===== src/rtl/lcfg_pkg.sv =====
package lcfg_pkg;

    // frame geometry (direction bit, address, turnaround, data)
    localparam int ADDR_BITS   = 6;
    localparam int DATA_BITS   = 8;
    localparam int SLOTS_PER_CH = 8;

    // slot numbers that hold storage or status
    localparam int SLOT_STAT = 0;
    localparam int SLOT_TXC  = 1;
    localparam int SLOT_MODE = 4;

    // live alarm image, bit 0 is the drive monitor
    typedef struct packed {
        logic rx_lol;
        logic rx_los;
        logic ana_los;
        logic dig_los;
        logic drive_mon;
    } stat_t;

    // transmit controls
    typedef struct packed {
        logic tx_off;
        logic all_ones;
        logic clk_inv;
        logic level;
        logic binary;
    } txc_t;

    // loopback and rate controls
    typedef struct packed {
        logic sts1;
        logic e3;
        logic local_lb;
        logic remote_lb;
    } mode_t;

    localparam int STAT_W = $bits(stat_t);
    localparam int TXC_W  = $bits(txc_t);
    localparam int MODE_W = $bits(mode_t);

    function automatic int frame_len(input int aw, input int dw);
        return 1 + aw + 1 + dw;
    endfunction

endpackage


===== src/rtl/lcfg_frame.sv =====
module lcfg_frame import lcfg_pkg::*; #(
    parameter int ADDR_W = ADDR_BITS,
    parameter int DATA_W = DATA_BITS
) (
    input  logic              clk,
    input  logic              rst,
    input  logic              csel,
    input  logic              sclk,
    input  logic              sdi,
    input  logic [DATA_W-1:0] rd_data,
    output logic [ADDR_W-1:0] rd_addr,
    output logic              wr_stb,
    output logic [ADDR_W-1:0] wr_addr,
    output logic [DATA_W-1:0] wr_data,
    output logic              sdo,
    output logic              sdo_oe
);
    localparam int FRAME_BITS = frame_len(ADDR_W, DATA_W);
    localparam int CNT_W      = $clog2(FRAME_BITS + 1);
    localparam logic [CNT_W-1:0] C_ADDR_END = CNT_W'(ADDR_W);
    localparam logic [CNT_W-1:0] C_TURN     = CNT_W'(ADDR_W + 1);
    localparam logic [CNT_W-1:0] C_LAST     = CNT_W'(FRAME_BITS - 1);
    localparam logic [CNT_W-1:0] C_END      = CNT_W'(FRAME_BITS);

    logic              cs_q, sclk_q, sclk_qq, sdi_q;
    logic [CNT_W-1:0]  cnt;
    logic              rw_q;
    logic [ADDR_W-1:0] addr_q;
    logic [DATA_W-2:0] data_q;
    logic [DATA_W-1:0] rd_sh;
    logic              rise, fall;

    assign rise    = cs_q &  sclk_q & ~sclk_qq;
    assign fall    = cs_q & ~sclk_q &  sclk_qq;
    assign rd_addr = addr_q;

    always_ff @(posedge clk) begin
        if (rst) begin
            cs_q    <= 1'b0;
            sclk_q  <= 1'b0;
            sclk_qq <= 1'b0;
            sdi_q   <= 1'b0;
            cnt     <= '0;
            rw_q    <= 1'b0;
            addr_q  <= '0;
            data_q  <= '0;
            rd_sh   <= '0;
            wr_stb  <= 1'b0;
            wr_addr <= '0;
            wr_data <= '0;
            sdo     <= 1'b0;
            sdo_oe  <= 1'b0;
        end else begin
            cs_q    <= csel;
            sclk_q  <= sclk;
            sclk_qq <= sclk_q;
            sdi_q   <= sdi;
            wr_stb  <= 1'b0;
            if (!cs_q) begin
                cnt    <= '0;
                sdo    <= 1'b0;
                sdo_oe <= 1'b0;
            end else begin
                if (rise && cnt < C_END) begin
                    cnt <= cnt + 1'b1;
                    if (cnt == '0) begin
                        rw_q <= sdi_q;
                    end else if (cnt <= C_ADDR_END) begin
                        addr_q <= {sdi_q, addr_q[ADDR_W-1:1]};
                    end else if (cnt == C_TURN) begin
                        rd_sh <= rd_data;
                    end else begin
                        data_q <= {sdi_q, data_q[DATA_W-2:1]};
                        if (cnt == C_LAST && !rw_q && !addr_q[ADDR_W-1]) begin
                            wr_stb  <= 1'b1;
                            wr_addr <= addr_q;
                            wr_data <= {sdi_q, data_q};
                        end
                    end
                end
                if (fall) begin
                    if (rw_q && cnt > C_TURN && cnt <= C_LAST) begin
                        sdo    <= rd_sh[0];
                        rd_sh  <= rd_sh >> 1;
                        sdo_oe <= 1'b1;
                    end else begin
                        sdo    <= 1'b0;
                        sdo_oe <= 1'b0;
                    end
                end
            end
        end
    end
endmodule


===== src/rtl/lcfg_regbank.sv =====
module lcfg_regbank import lcfg_pkg::*; #(
    parameter int NCH    = 3,
    parameter int ADDR_W = ADDR_BITS,
    parameter int DATA_W = DATA_BITS
) (
    input  logic                  clk,
    input  logic                  rst,
    input  logic                  reg_rst,
    input  logic                  wr_stb,
    input  logic [ADDR_W-1:0]     wr_addr,
    input  logic [DATA_W-1:0]     wr_data,
    input  logic [ADDR_W-1:0]     rd_addr,
    input  logic [NCH*STAT_W-1:0] stat_i,
    output logic [DATA_W-1:0]     rd_data,
    output logic [NCH*TXC_W-1:0]  tx_ctrl_o,
    output logic [NCH*MODE_W-1:0] mode_o
);
    localparam int SLOT_W = $clog2(SLOTS_PER_CH);
    localparam int CH_W   = ADDR_W - 1 - SLOT_W;

    txc_t  txc_arr  [NCH];
    mode_t mode_arr [NCH];
    logic  unused_bits;

    assign unused_bits = ^wr_data[DATA_W-1:TXC_W];

    for (genvar c = 0; c < NCH; c++) begin : g_ch
        txc_t  txc_r;
        mode_t mode_r;
        logic  hit;

        assign hit = wr_stb && !wr_addr[ADDR_W-1] &&
                     (wr_addr[SLOT_W +: CH_W] == CH_W'(c));

        always_ff @(posedge clk) begin
            if (rst || reg_rst) begin
                txc_r  <= '0;
                mode_r <= '0;
            end else if (hit) begin
                if (wr_addr[SLOT_W-1:0] == SLOT_W'(SLOT_TXC))
                    txc_r <= wr_data[TXC_W-1:0];
                else if (wr_addr[SLOT_W-1:0] == SLOT_W'(SLOT_MODE))
                    mode_r <= wr_data[MODE_W-1:0];
            end
        end

        assign txc_arr[c]  = txc_r;
        assign mode_arr[c] = mode_r;
        assign tx_ctrl_o[c*TXC_W +: TXC_W]  = txc_r;
        assign mode_o[c*MODE_W +: MODE_W]   = mode_r;
    end

    always_comb begin
        rd_data = '0;
        for (int c = 0; c < NCH; c++) begin
            if (!rd_addr[ADDR_W-1] && rd_addr[SLOT_W +: CH_W] == CH_W'(c)) begin
                if (rd_addr[SLOT_W-1:0] == SLOT_W'(SLOT_STAT))
                    rd_data = DATA_W'(stat_i[c*STAT_W +: STAT_W]);
                else if (rd_addr[SLOT_W-1:0] == SLOT_W'(SLOT_TXC))
                    rd_data = DATA_W'(txc_arr[c]);
                else if (rd_addr[SLOT_W-1:0] == SLOT_W'(SLOT_MODE))
                    rd_data = DATA_W'(mode_arr[c]);
            end
        end
    end
endmodule


===== src/rtl/lcfg_serial_regs.sv =====
module lcfg_serial_regs import lcfg_pkg::*; #(
    parameter int NCH    = 3,
    parameter int ADDR_W = ADDR_BITS,
    parameter int DATA_W = DATA_BITS
) (
    input  logic                  clk,
    input  logic                  rst,
    input  logic                  reg_rst,
    input  logic                  csel,
    input  logic                  sclk,
    input  logic                  sdi,
    input  logic [NCH*STAT_W-1:0] stat_i,
    output logic                  sdo,
    output logic                  sdo_oe,
    output logic [NCH*TXC_W-1:0]  tx_ctrl_o,
    output logic [NCH*MODE_W-1:0] mode_o
);
    logic              wr_stb;
    logic [ADDR_W-1:0] wr_addr;
    logic [DATA_W-1:0] wr_data;
    logic [ADDR_W-1:0] rd_addr;
    logic [DATA_W-1:0] rd_data;

    lcfg_frame #(.ADDR_W(ADDR_W), .DATA_W(DATA_W)) u_frame (
        .clk     (clk),
        .rst     (rst),
        .csel    (csel),
        .sclk    (sclk),
        .sdi     (sdi),
        .rd_data (rd_data),
        .rd_addr (rd_addr),
        .wr_stb  (wr_stb),
        .wr_addr (wr_addr),
        .wr_data (wr_data),
        .sdo     (sdo),
        .sdo_oe  (sdo_oe)
    );

    lcfg_regbank #(.NCH(NCH), .ADDR_W(ADDR_W), .DATA_W(DATA_W)) u_bank (
        .clk       (clk),
        .rst       (rst),
        .reg_rst   (reg_rst),
        .wr_stb    (wr_stb),
        .wr_addr   (wr_addr),
        .wr_data   (wr_data),
        .rd_addr   (rd_addr),
        .stat_i    (stat_i),
        .rd_data   (rd_data),
        .tx_ctrl_o (tx_ctrl_o),
        .mode_o    (mode_o)
    );
endmodule


===== config.mk =====
export PLATFORM = sky130hd
export DESIGN_NAME = lcfg_serial_regs
export DESIGN_NICKNAME = d
export VERILOG_FILES = /design/src/rtl/lcfg_pkg.sv /design/src/rtl/lcfg_frame.sv /design/src/rtl/lcfg_regbank.sv /design/src/rtl/lcfg_serial_regs.sv
export SDC_FILE = /design/constraint.sdc
export NUM_CORES = 1
export LEC_CHECK = 0
export ABC_AREA = 1
export BUFFER_PORTS_ARGS = -buffer_cell sky130_fd_sc_hd__buf_4
export CELL_PAD_IN_SITES_DETAIL_PLACEMENT = 1
export CELL_PAD_IN_SITES_GLOBAL_PLACEMENT = 2
export CORE_ASPECT_RATIO = 0.75
export CORE_MARGIN = 2
export CORE_UTILIZATION = 34
export CTS_CLUSTER_DIAMETER = 40
export DETAILED_ROUTE_END_ITERATION = 6
export PLACE_DENSITY_LB_ADDON = 0.12
export SYNTH_ARGS = -nofsm -noshare
export SYNTH_HDL_FRONTEND = slang
export SYNTH_SLANG_ARGS = --single-unit

===== constraint.sdc =====
create_clock -name clk -period 4.15 [get_ports clk]
set_input_delay 0.2075 -clock clk [delete_from_list [all_inputs] [get_ports clk]]
set_output_delay 0.2075 -clock clk [all_outputs]
set_load 0.01 [all_outputs]

Word level (Yosys, flattened, before mapping):

Index checks and enable logic that the tools add are counted.

* add/subtract/negate cells: 1
* magnitude comparators: 4
* equality and inequality tests: 10
* muxes and demuxes: 21
* bitwise operators: 12
* reductions and logical operators: 32

Operator list (number)
* 8-bit two-way mux: 17
* 1-bit logical AND: 12
* 3-bit AND reduction: 4
* 1-bit NOT: 8
* 3-bit by 1-bit equality test with 1-bit output (second input constant): 2
* 3-bit equality test (second input constant): 2
* 2-bit AND reduction: 3
* 6-bit AND reduction: 1
* 6-bit OR reduction: 1
* 5-bit by 1-bit adder with 5-bit output (second input constant): 1
* 5-bit by 3-bit equality test with 1-bit output (second input constant): 1
* 5-bit by 4-bit equality test with 1-bit output (second input constant): 1
* 5-bit by 3-bit > comparator with 1-bit output (second input constant): 1
* 5-bit by 3-bit <= comparator with 1-bit output (second input constant): 1
* 5-bit by 4-bit <= comparator with 1-bit output (second input constant): 1
* 5-bit logical NOT: 1
* 5-bit < comparator (second input constant): 1
* 5-bit AND reduction: 1
* 1-bit AND: 4
* 2-bit by 1-bit equality test with 1-bit output (second input constant): 2
* 2-bit equality test (second input constant): 2
* 2-bit logical NOT: 2
* 4-bit two-way mux: 1
* 4-bit AND reduction: 1
* other kinds (5): 9

* register bits: 72
* input port bits: 21
* output and inout bits: 29
* logic and storage cells: 121

Depth between registers and ports, before layout:

Gate-level depths: netlist of the first run.

* word-level depth: 19
* depth in mapped cells: 13
* gate-level depth less buffers: 13

Modules after synthesis:

Synthesis of the first run repeated with hierarchy kept, for this count alone.

* cells, all modules: 528
* area total of the unflattened synthesis: 3743.6 um2

Modules (own cells, without submodules)
* lcfg_frame: times used 1, cells an instance 273, area each 2132.0 um2
* lcfg_regbank: times used 1, cells an instance 255, area each 1611.5 um2

Least setup slack after synthesis of the first run:

OpenSTA, ideal clock, no wires.

* kind: reg-to-reg
* start: reg u_frame.cnt[1]
* end: reg u_frame.rd_sh[4]
* arrival time: 1641 ps
* data required time: 4037 ps
* path slack: 2396 ps
* stages on the path, launching flop included: 12
* clock period less this slack: 1754 ps
* cell sequence: dfxtp_1 > ha_1 > inv_1 > nor3_1 > ha_1 > nor2_1 > o21ai_0 > nand3b_4 > o21ai_0 > inv_1 > nand3_1 > nand2_1

* longest elaborated chain between the ends: 7
* elaborated cells between the ends (all ways): 15
* those cells by class: 4 x order compare; 1 x eq/ne; 6 x mux; 4 x reduce/logical

RTL lines
* start: declaration: line lcfg_frame.sv:26 `logic [CNT_W-1:0] cnt;`
* start signal: assignment: line lcfg_frame.sv:65 `cnt <= cnt + 1'b1;`
* parallel branches: the longest is 6 deep, another holds 5-bit by 3-bit <= comparator with 1-bit output
* 8-bit two-way mux *: line lcfg_frame.sv:81 `if (fall) begin`
* end signal: assignment: line lcfg_frame.sv:71 `rd_sh <= rd_data;`
* end signal: assignment: line lcfg_frame.sv:84 `rd_sh <= rd_sh >> 1;`
* end: declaration: line lcfg_frame.sv:30 `logic [DATA_W-1:0] rd_sh;`

Mark *: on every way between the ends.
A chain may end at the register's enable or synchronous reset.

Final worst setup path of the first run:

* start: reg u_frame.cnt[1]
* end: reg u_frame.wr_data[4]

* longest elaborated chain between the ends: 4
* elaborated cells between the ends (all ways): 12
* those cells by class: 2 x order compare; 2 x eq/ne; 3 x bitwise; 5 x reduce/logical

RTL lines
* parallel branches: the longest is 3 deep, another holds 5-bit < comparator
* 6-bit AND reduction (no line) *
* end signal: assignment: line lcfg_frame.sv:77 `wr_data <= {sdi_q, data_q};`
* end: declaration: line lcfg_frame.sv:14 `output logic [DATA_W-1:0] wr_data,`

Marks and branches as above.

==> results of run 1 <==
==> final cells by class <==
class | instances | area share [%]
Multi-Input combinational cell | 323 | 38.9
Sequential cell | 72 | 34.7
Timing Repair Buffer | 50 | 9.04
Clock buffer | 14 | 6.60
Inverter | 71 | 6.42
Tap cell | 132 | 3.98
Clock inverter | 2 | 0.301
==> cells in the mapped netlist (all sizes together), types with 4 or more instances <==
cell type | count | share of area, %
nand4 | 9 | 1.7
nor2 | 56 | 7.0
inv | 71 | 7.9
nand2 | 88 | 10
dfxtp | 72 | 43
o21ai | 71 | 11
clkbuf | 8 | 0.89
buf | 4 | 0.85
nor3 | 9 | 1.5
a211oi | 5 | 1.1
nand3 | 24 | 4.6
a21oi | 51 | 7.9
ha | 4 | 1.5
==> flip-flops by register name, summed over array words and instances, names as in the netlist <==
signal / flops
u_frame.data_q: 7
u_frame.wr_addr: 6
u_bank.mode_o: 12
u_frame.sclk_q: 1
u_frame.cs_q: 1
u_frame.rd_sh: 8
u_frame.wr_stb: 1
u_frame.rd_addr: 6
u_bank.tx_ctrl_o: 15
u_frame.wr_data: 5
u_frame.sdi_q: 1
u_frame.sdo_oe: 1
u_frame.sclk_qq: 1
u_frame.rw_q: 1
u_frame.sdo: 1
u_frame.cnt: 5
==> worst max-delay path: cells and delay by family (launching register included) <==
family | cells | cell delay, ns
AOI/OAI and AO/OA | 2 | 0.30
adders and majority gates | 2 | 0.49
buffers and inverters | 1 | 0.06
DFF | 1 | 0.41
and+or+nand+nor | 3 | 0.71
==> where the power goes <==
part           internal [uW]  switching [uW]  total, uW
clock network            453             287        740
registers                694            2.08        696
logic                   22.5            29.6       52.1
total                   1170             318       1490
==> path summary, 6_finish.rpt <==
path,cells after the start,slack (ns),endpoint
worst max-delay path,8,2.12,u_frame.wr_data[4]$_SDFFE_PP0P_
worst min-delay path,3,0.07,u_frame.cs_q$_SDFF_PP0_
worst max register to register,8,2.12,u_frame.wr_data[4]$_SDFFE_PP0P_
worst min register to register,2,0.45,u_frame.wr_addr[5]$_SDFFE_PP0P_
==> through the flow <==
stage          worst slack [ns]  utilization (%)  cell area (sq um)  cells  power (uW)
2_1_floorplan              2.40                -               3380    478         738
3_3_place_gp               2.17             40.0               3860    648         763
3_5_place_dp               2.14             40.0               3860    648         763
4_1_cts                    2.09             43.0               4150    664        1500
5_1_grt                    1.81             43.0               4150    664        1540
6_report                   2.12             43.0               4150    664        1490
==> layer usage <==
layer / track usage (%) / up-vias / part of all wire, %
met5: 0 / - / 0
met3: 4.48 / 9 / 5.0
met1: 28.2 / 1522 / 52
met2: 28.7 / 48 / 42
li1: - / 1660 / -
met4: 5.65 / 0 / 1.2
==> cell families (layout without fill, tap and decap cells) <==
| logic type | count (synthesis) | in the layout | share of synthesized area, % |
|---|---|---|---|
| AOI/OAI and AO/OA | 129 | 129 | 20.4 |
| adders and majority gates | 4 | 4 | 1.48 |
| buffers and inverters | 83 | 137 | 9.62 |
| DFF | 72 | 72 | 42.6 |
| and+or+nand+nor | 190 | 190 | 25.9 |
==> run summary, run 1 <==
GRT Overall Usage = 19.5%
Tcrit/Tclk final = 48.9%
Cts hold-fix bufs = 0
CP Launch Point = u_frame.cnt[1]$_SDFFE_PP0P_
Remaining antenna violation count = 0
DR iter-0 viols = 140
Most common cell after layout, fill and taps aside = nand2_1
Cell area after synthesis = 3380 sq um
Mapped Cells = 478
Final hold slack = 0.0747 ns
Max clock buf depth = 2
CP max stage delay = 0.46 ns
Post-synth ARST share = 0%
Critical Path Fanout Max = 11
Routed vias/inst = 4.88
Pin count of the biggest net entering global routing = 29
Final setup vio count = 0
Clk_skew = 0.00193 ns
# nets final = 552
Core ar. = 9660 sq um
Root buf cell = clkbuf_16
Pwr Density = 358 nW/um^2
Skew-Pair Late Insertion Delay = 0.33 ns
Vias in the first global route = 3173
Max stage delay cell, worst path = nor2_2
Max-cap violations = 0
N_diodes = 0
Post-CTS resize count = 0
Clock transition at path regs = 0.06 ns
Row cnt = 31
Layout area overhead = 22.7%
FILL cells = 1233
Placer Congestion = 0.797
Final Hold Fails = 0
Critical-path cell list = ha_1 -> inv_1 -> nor3_1 -> ha_1 -> nand2_1 -> nor2_2 -> o21ai_0 -> a21oi_1
Share of cells above drive strength 1 = 15.6%
Avg Inst Size Synth = 7.08 sq um
DRC Markers = 0
P_leak = 0.00180 uW
Status = finished clean
Post-synth EDFFs = 0
Clock Sinks = 72
Slew headroom = 48.9%
Multi-input gate area = 1620 sq um
Dpl hpwl = 7330 um
Crit. End Element = flip-flop
First-pass GRT wire length = 16300 um
Total routed wirelength = 9950 um
HP Start = csel
Global route overflow = 0
Syn Nets = 503
Die area = 10800 sq um
Worst R2R Start = u_frame.cnt[1]$_SDFFE_PP0P_
TritonCTS clock tree = done
Max Fclk = 492 MHz
FF+latch count, synth = 72
FF+latch area = 1440 sq um
Post-CTS Setup Bufs = 0
H-tree levels = 3
Worst Hold Class = in -> reg
Via Count = 3239
I/O pin count = 50
Worst IR drop on VDD = 262 uV
Die width = 119 um
Ys flop type = dfxtp_1
Most used cell, CP = ha_1
First drt pass iteration count = 4
Initial antenna violation count = 0
Most frequent cells in the layout = nand2_1 (86), dfxtp_1 (72), inv_1 (69)
Sequential share of the synthesized area = 42.6%
Worst-Margin Slew = 0.762 ns
Worst path required time = 4.41 ns
Synth unique cells = 33
Inserted Clock Buffers = 9
Initial Util = 35.0%
Crit Path Class = reg -> reg
Critical Path Source Type = flip-flop
Worst endpoint data arrival time = 2.29 ns
Mean routed wirelength per cell = 15.0 um
RSZ-0062 raised after global routing = no
Setup TNS = 0 ns
Crit path time final = 2.03 ns
Die Y = 90.4 um
Synth warnings = 0
Port-buffer cells = 49
Pins over their slew limit = 0
No activity file was read; power rests on OpenSTA's default activity.
==> inputs of run 2 (changes only) <==
--- a/config.mk
+++ b/config.mk
@@ -5,13 +5,13 @@
 export SDC_FILE = /design/constraint.sdc
 export NUM_CORES = 1
 export LEC_CHECK = 0
-export ABC_AREA = 1
+export ABC_AREA = 0
 export BUFFER_PORTS_ARGS = -buffer_cell sky130_fd_sc_hd__buf_4
 export CELL_PAD_IN_SITES_DETAIL_PLACEMENT = 1
 export CELL_PAD_IN_SITES_GLOBAL_PLACEMENT = 2
 export CORE_ASPECT_RATIO = 0.75
 export CORE_MARGIN = 2
-export CORE_UTILIZATION = 34
+export CORE_UTILIZATION = 31
 export CTS_CLUSTER_DIAMETER = 40
 export DETAILED_ROUTE_END_ITERATION = 6
 export PLACE_DENSITY_LB_ADDON = 0.12
==> constraint.sdc (replaced) <==
create_clock -name clk -period 1.8 [get_ports clk]
set_input_delay 0.09 -clock clk [delete_from_list [all_inputs] [get_ports clk]]
set_output_delay 0.09 -clock clk [all_outputs]
set_load 0.01 [all_outputs]
==> run summary, run 2 <==
Status = finished with violations
Violated checks = negative setup slack
DP Worst Slack = -0.193 ns
Placer Congestion = 0.817
Cell with the most instances after synthesis = dfxtp_1
Uppermost routed layer = met4
Mean routed wirelength per cell = 17.9 um
Critical-path cell list = inv_4 -> ha_4 -> and4bb_2 -> o21ai_4 -> or4b_4 -> mux2i_1 -> nor2_1
Cell taking the most area after synthesis = dfxtp_1
Mapped Cells = 358
Initial Util = 32.0%
Routed vias/inst = 4.99
Post-synth top cells = dfxtp_1 (72), nor2_1 (67), mux2i_1 (51)
Clock Sinks = 72
Critical Path Fanout Max = 6
Switching power = 770 uW
DR iter-0 viols = 149
Share of cells above drive strength 1 = 33.7%
Ys flop type = dfxtp_1
Largest cells by area after synthesis = dfxtp_1 (44%), mux2i_1 (15%), nor2_1 (7.6%)
Syn Nets = 383
Cell Count, Final, Fillers Out = 587
Crit. End Element = flip-flop
Clk_skew = 0.00602 ns
Post-synth EDFFs = 0
Final setup vio count = 15
RSZ-0062 raised after global routing = yes
Global route overflow = 0
Die area = 11500 sq um
Max stage delay cell, worst path = or4b_4
Pins over their slew limit = 0
N_diodes = 0
Port-buffer cells = 49
Max clock buf depth = 2
Clock transition at path regs = 0.06 ns
Top Family by Delay on Critical Path = simple AND/OR/NAND/NOR gates
Worst IR drop on VDD = 521 uV
Max reg flops = 15
Total routed wirelength = 10500 um
Max-cap violations = 0
Worst Hold Class = in -> reg
Via Count = 2930
Layout area overhead = 42.2%
Metal-1 WL = 5410 um
Critical Path Source Type = flip-flop
Crit Path Class = reg -> reg
Sequential share of the synthesized area = 43.5%
Reg power frac = 41.8%
CP max stage delay = 0.57 ns
Post-synth ARST share = 0%
Worst path required time = 2.02 ns
First-pass GRT wire length = 16400 um
FILL cells = 1182
First drt pass iteration count = 4
DR WL met3 = 392 um
Met2 wire length = 4630 um
Max Fclk = 529 MHz
Pin count of the biggest net entering global routing = 28
H-tree levels = 3
Internal power = 3060 uW
Power, Total = 3830 uW
Final hold slack = 0.0847 ns
Tcrit/Tclk final = 105%
Clock power frac = 54.7%
Synth unique cells = 54
Final Hold Fails = 0
Row cnt = 32
Core ar. = 10300 sq um
Worst-Margin Slew = 0.497 ns
FF+latch count, synth = 72
Root buf cell = clkbuf_16
Remaining antenna violation count = 0
Inserted Clock Buffers = 9
DRC Markers = 0
Sw Ratio = 20.1%
Skew-Pair Late Insertion Delay = 0.33 ns
Vias in the first global route = 2978
Cell area after synthesis = 3310 sq um
Crit path time final = 1.89 ns
GRT Overall Usage = 18.9%
Share of the synthesized area in the top cell type = 43.5%
Combinational power share = 3.6%
Most frequent cells in the layout = buf_4 (87), dfxtp_1 (68), nor2_1 (66)
P_leak = 0.00208 uW
Buffer and inverter count on the worst path = 1
Final worst slack = -0.0890 ns
Dpl hpwl = 7600 um
I/O pin count = 50
# nets final = 471
Synth warnings = 0
Pwr Density = 814 nW/um^2
Worst endpoint data arrival time = 2.11 ns
TritonCTS clock tree = done
Slew headroom = 66.8%
Initial antenna violation count = 0
Die width = 123 um
Most common cell after layout, fill and taps aside = buf_4
Die Y = 93.5 um
Placed Cells incl. Taps = 563
Avg Inst Size Synth = 9.25 sq um
[run 2: stage by stage]
stage	cell area, sq um	setup TNS, ns	utilization, %
floorplan	3340	-2.37	-
global placement	4090	-1.42	39.5
detailed placement	4090	-2.49	39.5
CTS	4550	-1.57	44.1
global route	4710	-2.18	45.6
finish	4710	-0.945	45.6
[run 2: cell type report]
type,count,area (sq um),share of cell area [%]
repair buffers,98,776,16.5
multi-input cells,257,1920,40.9
flip-flops and latches,72,1450,30.8
inverters,8,32.5,0.691
clock buffers,10,239,5.08
well taps,136,170,3.61
clock inverters,6,115,2.44
[run 2: what timing repair did]
item,CTS,global route
hold endpoints to repair,3,0
resized for setup,9,32
cloned,1,1
buffers inserted,3,0
setup endpoints to repair,21,21
pin swaps,10,18
hold buffers,3,0
[run 2: cell families (layout without fill, tap and decap cells)]
family                     after synthesis  count (layout)  share of synthesized area [%]
and+or+nand+nor                        142             143                           21.3
DFF                                     72              72                           43.5
xor gates and xnor gates                 3               3                          0.794
buffers and inverters                   30             122                           4.35
muxes                                   55              55                           17.1
adders and majority gates                4               4                           1.51
AOI/OAI and AO/OA                       52              52                           11.4
[run 2: final timing paths]
check	startpoint	endpoint	slack [ns]	depth (start not counted)
min	rst	u_frame.data_q[4]$_SDFFE_PP0P_	0.08	2
max reg2reg	u_frame.cnt[0]$_SDFFE_PP0P_	u_frame.wr_addr[4]$_SDFFE_PP0P_	-0.09	7
min reg2reg	u_frame.rd_sh[6]$_SDFFE_PP0P_	u_frame.rd_sh[6]$_SDFFE_PP0P_	0.48	2
max	u_frame.cnt[0]$_SDFFE_PP0P_	u_frame.wr_addr[4]$_SDFFE_PP0P_	-0.09	7
[run 2: power groups by stage]
stage	Combinational (uW)	Sequential, uW	Clock [uW]
2_1_floorplan	62.4	1640	0
3_3_place_gp	124	1640	0
3_5_place_dp	124	1640	0
4_1_cts	133	1600	2150
5_1_grt	149	1600	2210
6_report	137	1600	2090
[run 2: per-layer routing]
layer	vias to the layer above	GRT usage, %
li1	1453	-
met3	8	4.21
met1	1426	27.4
met2	43	28.1
met5	-	0
met4	0	4.92
==> inputs of run 3 (changes only) <==
--- a/config.mk
+++ b/config.mk
@@ -9,12 +9,12 @@
 export BUFFER_PORTS_ARGS = -buffer_cell sky130_fd_sc_hd__buf_4
 export CELL_PAD_IN_SITES_DETAIL_PLACEMENT = 1
 export CELL_PAD_IN_SITES_GLOBAL_PLACEMENT = 2
-export CORE_ASPECT_RATIO = 0.75
 export CORE_MARGIN = 2
 export CORE_UTILIZATION = 31
 export CTS_CLUSTER_DIAMETER = 40
 export DETAILED_ROUTE_END_ITERATION = 6
 export PLACE_DENSITY_LB_ADDON = 0.12
+export RECOVER_POWER = 25
 export SYNTH_ARGS = -nofsm -noshare
 export SYNTH_HDL_FRONTEND = slang
 export SYNTH_SLANG_ARGS = --single-unit
==> run summary, run 3 (synthesis results as in run 2) <==
First drt pass iteration count = 4
Most common cell after layout, fill and taps aside = dfxtp_1
Buffer and inverter count on the worst path = 1
Violated checks = negative setup slack
Mean routed wirelength per cell = 18.2 um
Critical-path cell list = inv_4 -> ha_4 -> and4bb_2 -> o21ai_4 -> or4b_4 -> mux2i_1 -> nor2_1
Core ar. = 10400 sq um
Worst path required time = 2.02 ns
Die area = 11500 sq um
Crit. End Element = flip-flop
Global route overflow = 0
Final Hold Fails = 0
TritonCTS clock tree = done
I/O pin count = 50
Critical Path Fanout Max = 6
Vias in the first global route = 3092
Initial Util = 31.9%
Clock Sinks = 72
Share of cells above drive strength 1 = 30.2%
N_diodes = 0
# nets final = 469
Max clock buf depth = 2
Clock transition at path regs = 0.09 ns
Worst Hold Class = in -> reg
Status = finished with violations
Die width = 107 um
Clk_skew = 0.0112 ns
Cells on Worst Hold Path = 2
Routed vias/inst = 5.01
Die Y = 107 um
Hold EP = u_frame.rd_sh[5]$_SDFFE_PP0P_
Inserted Clock Buffers = 9
Remaining antenna violation count = 0
GRT Overall Usage = 19.1%
DRC Markers = 0
HP Start = rst
Critical Path Source Type = flip-flop
FF-to-FF End = u_frame.wr_addr[2]$_SDFFE_PP0P_
Placer Congestion = 0.787
First-pass GRT wire length = 16800 um
Pins over their slew limit = 0
Final setup vio count = 13
Root buf cell = clkbuf_8
Row cnt = 37
Final worst slack = -0.103 ns
Via Count = 2918
Cell Count, Final, Fillers Out = 583
Max Fclk = 525 MHz
Port-buffer cells = 49
Setup TNS = -0.968 ns
P_leak = 0.00193 uW
RSZ-0062 raised after global routing = yes
Total routed wirelength = 10600 um
Pin count of the biggest net entering global routing = 28
Worst-Margin Slew = 0.507 ns
Most frequent cells in the layout = dfxtp_1 (70), buf_4 (68), nor2_1 (66)
Tcrit/Tclk final = 106%
Cells on worst reg2reg path = 7
Top Family by Delay on Critical Path = simple AND/OR/NAND/NOR gates
Worst R2R Setup Slack = -0.10 ns
Layout area overhead = 36.1%
Worst R2R Start = u_frame.cnt[0]$_SDFFE_PP0P_
H-tree levels = 3
Placed Cells incl. Taps = 561
Crit path time final = 1.90 ns
Worst endpoint data arrival time = 2.12 ns
Pwr Density = 697 nW/um^2
Max reg flops = 15
Max-cap violations = 0
Max stage delay cell, worst path = or4b_4
Crit Path Class = reg -> reg
DR iter-0 viols = 101
Slew headroom = 66.2%
Skew-Pair Late Insertion Delay = 0.35 ns
CP max stage delay = 0.57 ns
Worst IR drop on VDD = 308 uV
Initial antenna violation count = 0
Dpl hpwl = 7790 um
[run 3: cell types whose count changed in the layout (fill, tap and decap cells not counted), sizes merged]
cell and delta:
clkinvlp +1, clkbuf +18, bufinv -1, inv -1
buf -21
[run 3: final cells by class]
cell class / count / area (sq um)
Clock inverter: 5 / 83.8
Fill cell: 1214 / 5860
Inverter: 8 / 32.5
Sequential cell: 72 / 1450
Multi-Input combinational cell: 257 / 1960
Tap cell: 136 / 170
Clock buffer: 9 / 124
Timing Repair Buffer: 96 / 691
[run 3: where the power goes]
| group | switching [uW] | internal, uW | leakage [uW] |
|---|---|---|---|
| sequential | 4.75 | 1590 | 0.000582 |
| clock | 639 | 768 | 0.0000974 |
| combinational | 67.2 | 66.4 | 0.00125 |
[run 3: routing by layer]
layer	vias up	global-route usage, %	wire length (um)
met5	-	0	0
met4	0	6.96	218
met3	19	2.72	248
met2	40	31.3	5000
met1	1413	25.6	5150
li1	1446	-	-
[run 3: timing repair]
item                                   in CTS  in global routing
buffers inserted                            4                  1
gates resized for setup                    32                 13
cloned                                      1                  0
endpoints found under the hold margin       3                  0
hold buffers                                3                  0
setup endpoints to repair                  21                 20
pin swaps                                  17                  8
[run 3: worst max-delay path by stage]
stage,from,to,slack [ns],depth (start not counted)
CTS,u_frame.cnt[0]$_SDFFE_PP0P_,u_frame.wr_addr[2]$_SDFFE_PP0P_,-0.17,7
floorplan,u_frame.cnt[0]$_SDFFE_PP0P_,u_frame.wr_data[0]$_SDFFE_PP0P_,-0.23,9
detailed placement,u_frame.cnt[1]$_SDFFE_PP0P_,u_frame.rd_sh[1]$_SDFFE_PP0P_,-0.21,8
global placement,u_frame.cnt[0]$_SDFFE_PP0P_,u_frame.rd_sh[4]$_SDFFE_PP0P_,-0.17,8
global route,u_frame.cnt[0]$_SDFFE_PP0P_,u_frame.rd_sh[4]$_SDFFE_PP0P_,-0.19,8
finish,u_frame.cnt[0]$_SDFFE_PP0P_,u_frame.wr_addr[2]$_SDFFE_PP0P_,-0.10,7
[run 3: through the flow]
step                area (sq um)  worst slack, ns  utilization [%]  hold WS, ns  total power [uW]
finish                      4510           -0.103             43.4       0.0263              3140
detailed placement          4060           -0.207             39.1        0.312              1760
CTS                         4490           -0.169             43.3      0.00938              3170
global route                4510           -0.188             43.4       0.0159              3240
global placement            4060           -0.166             39.1        0.305              1760
floorplan                   3340           -0.233                -        0.218              1700
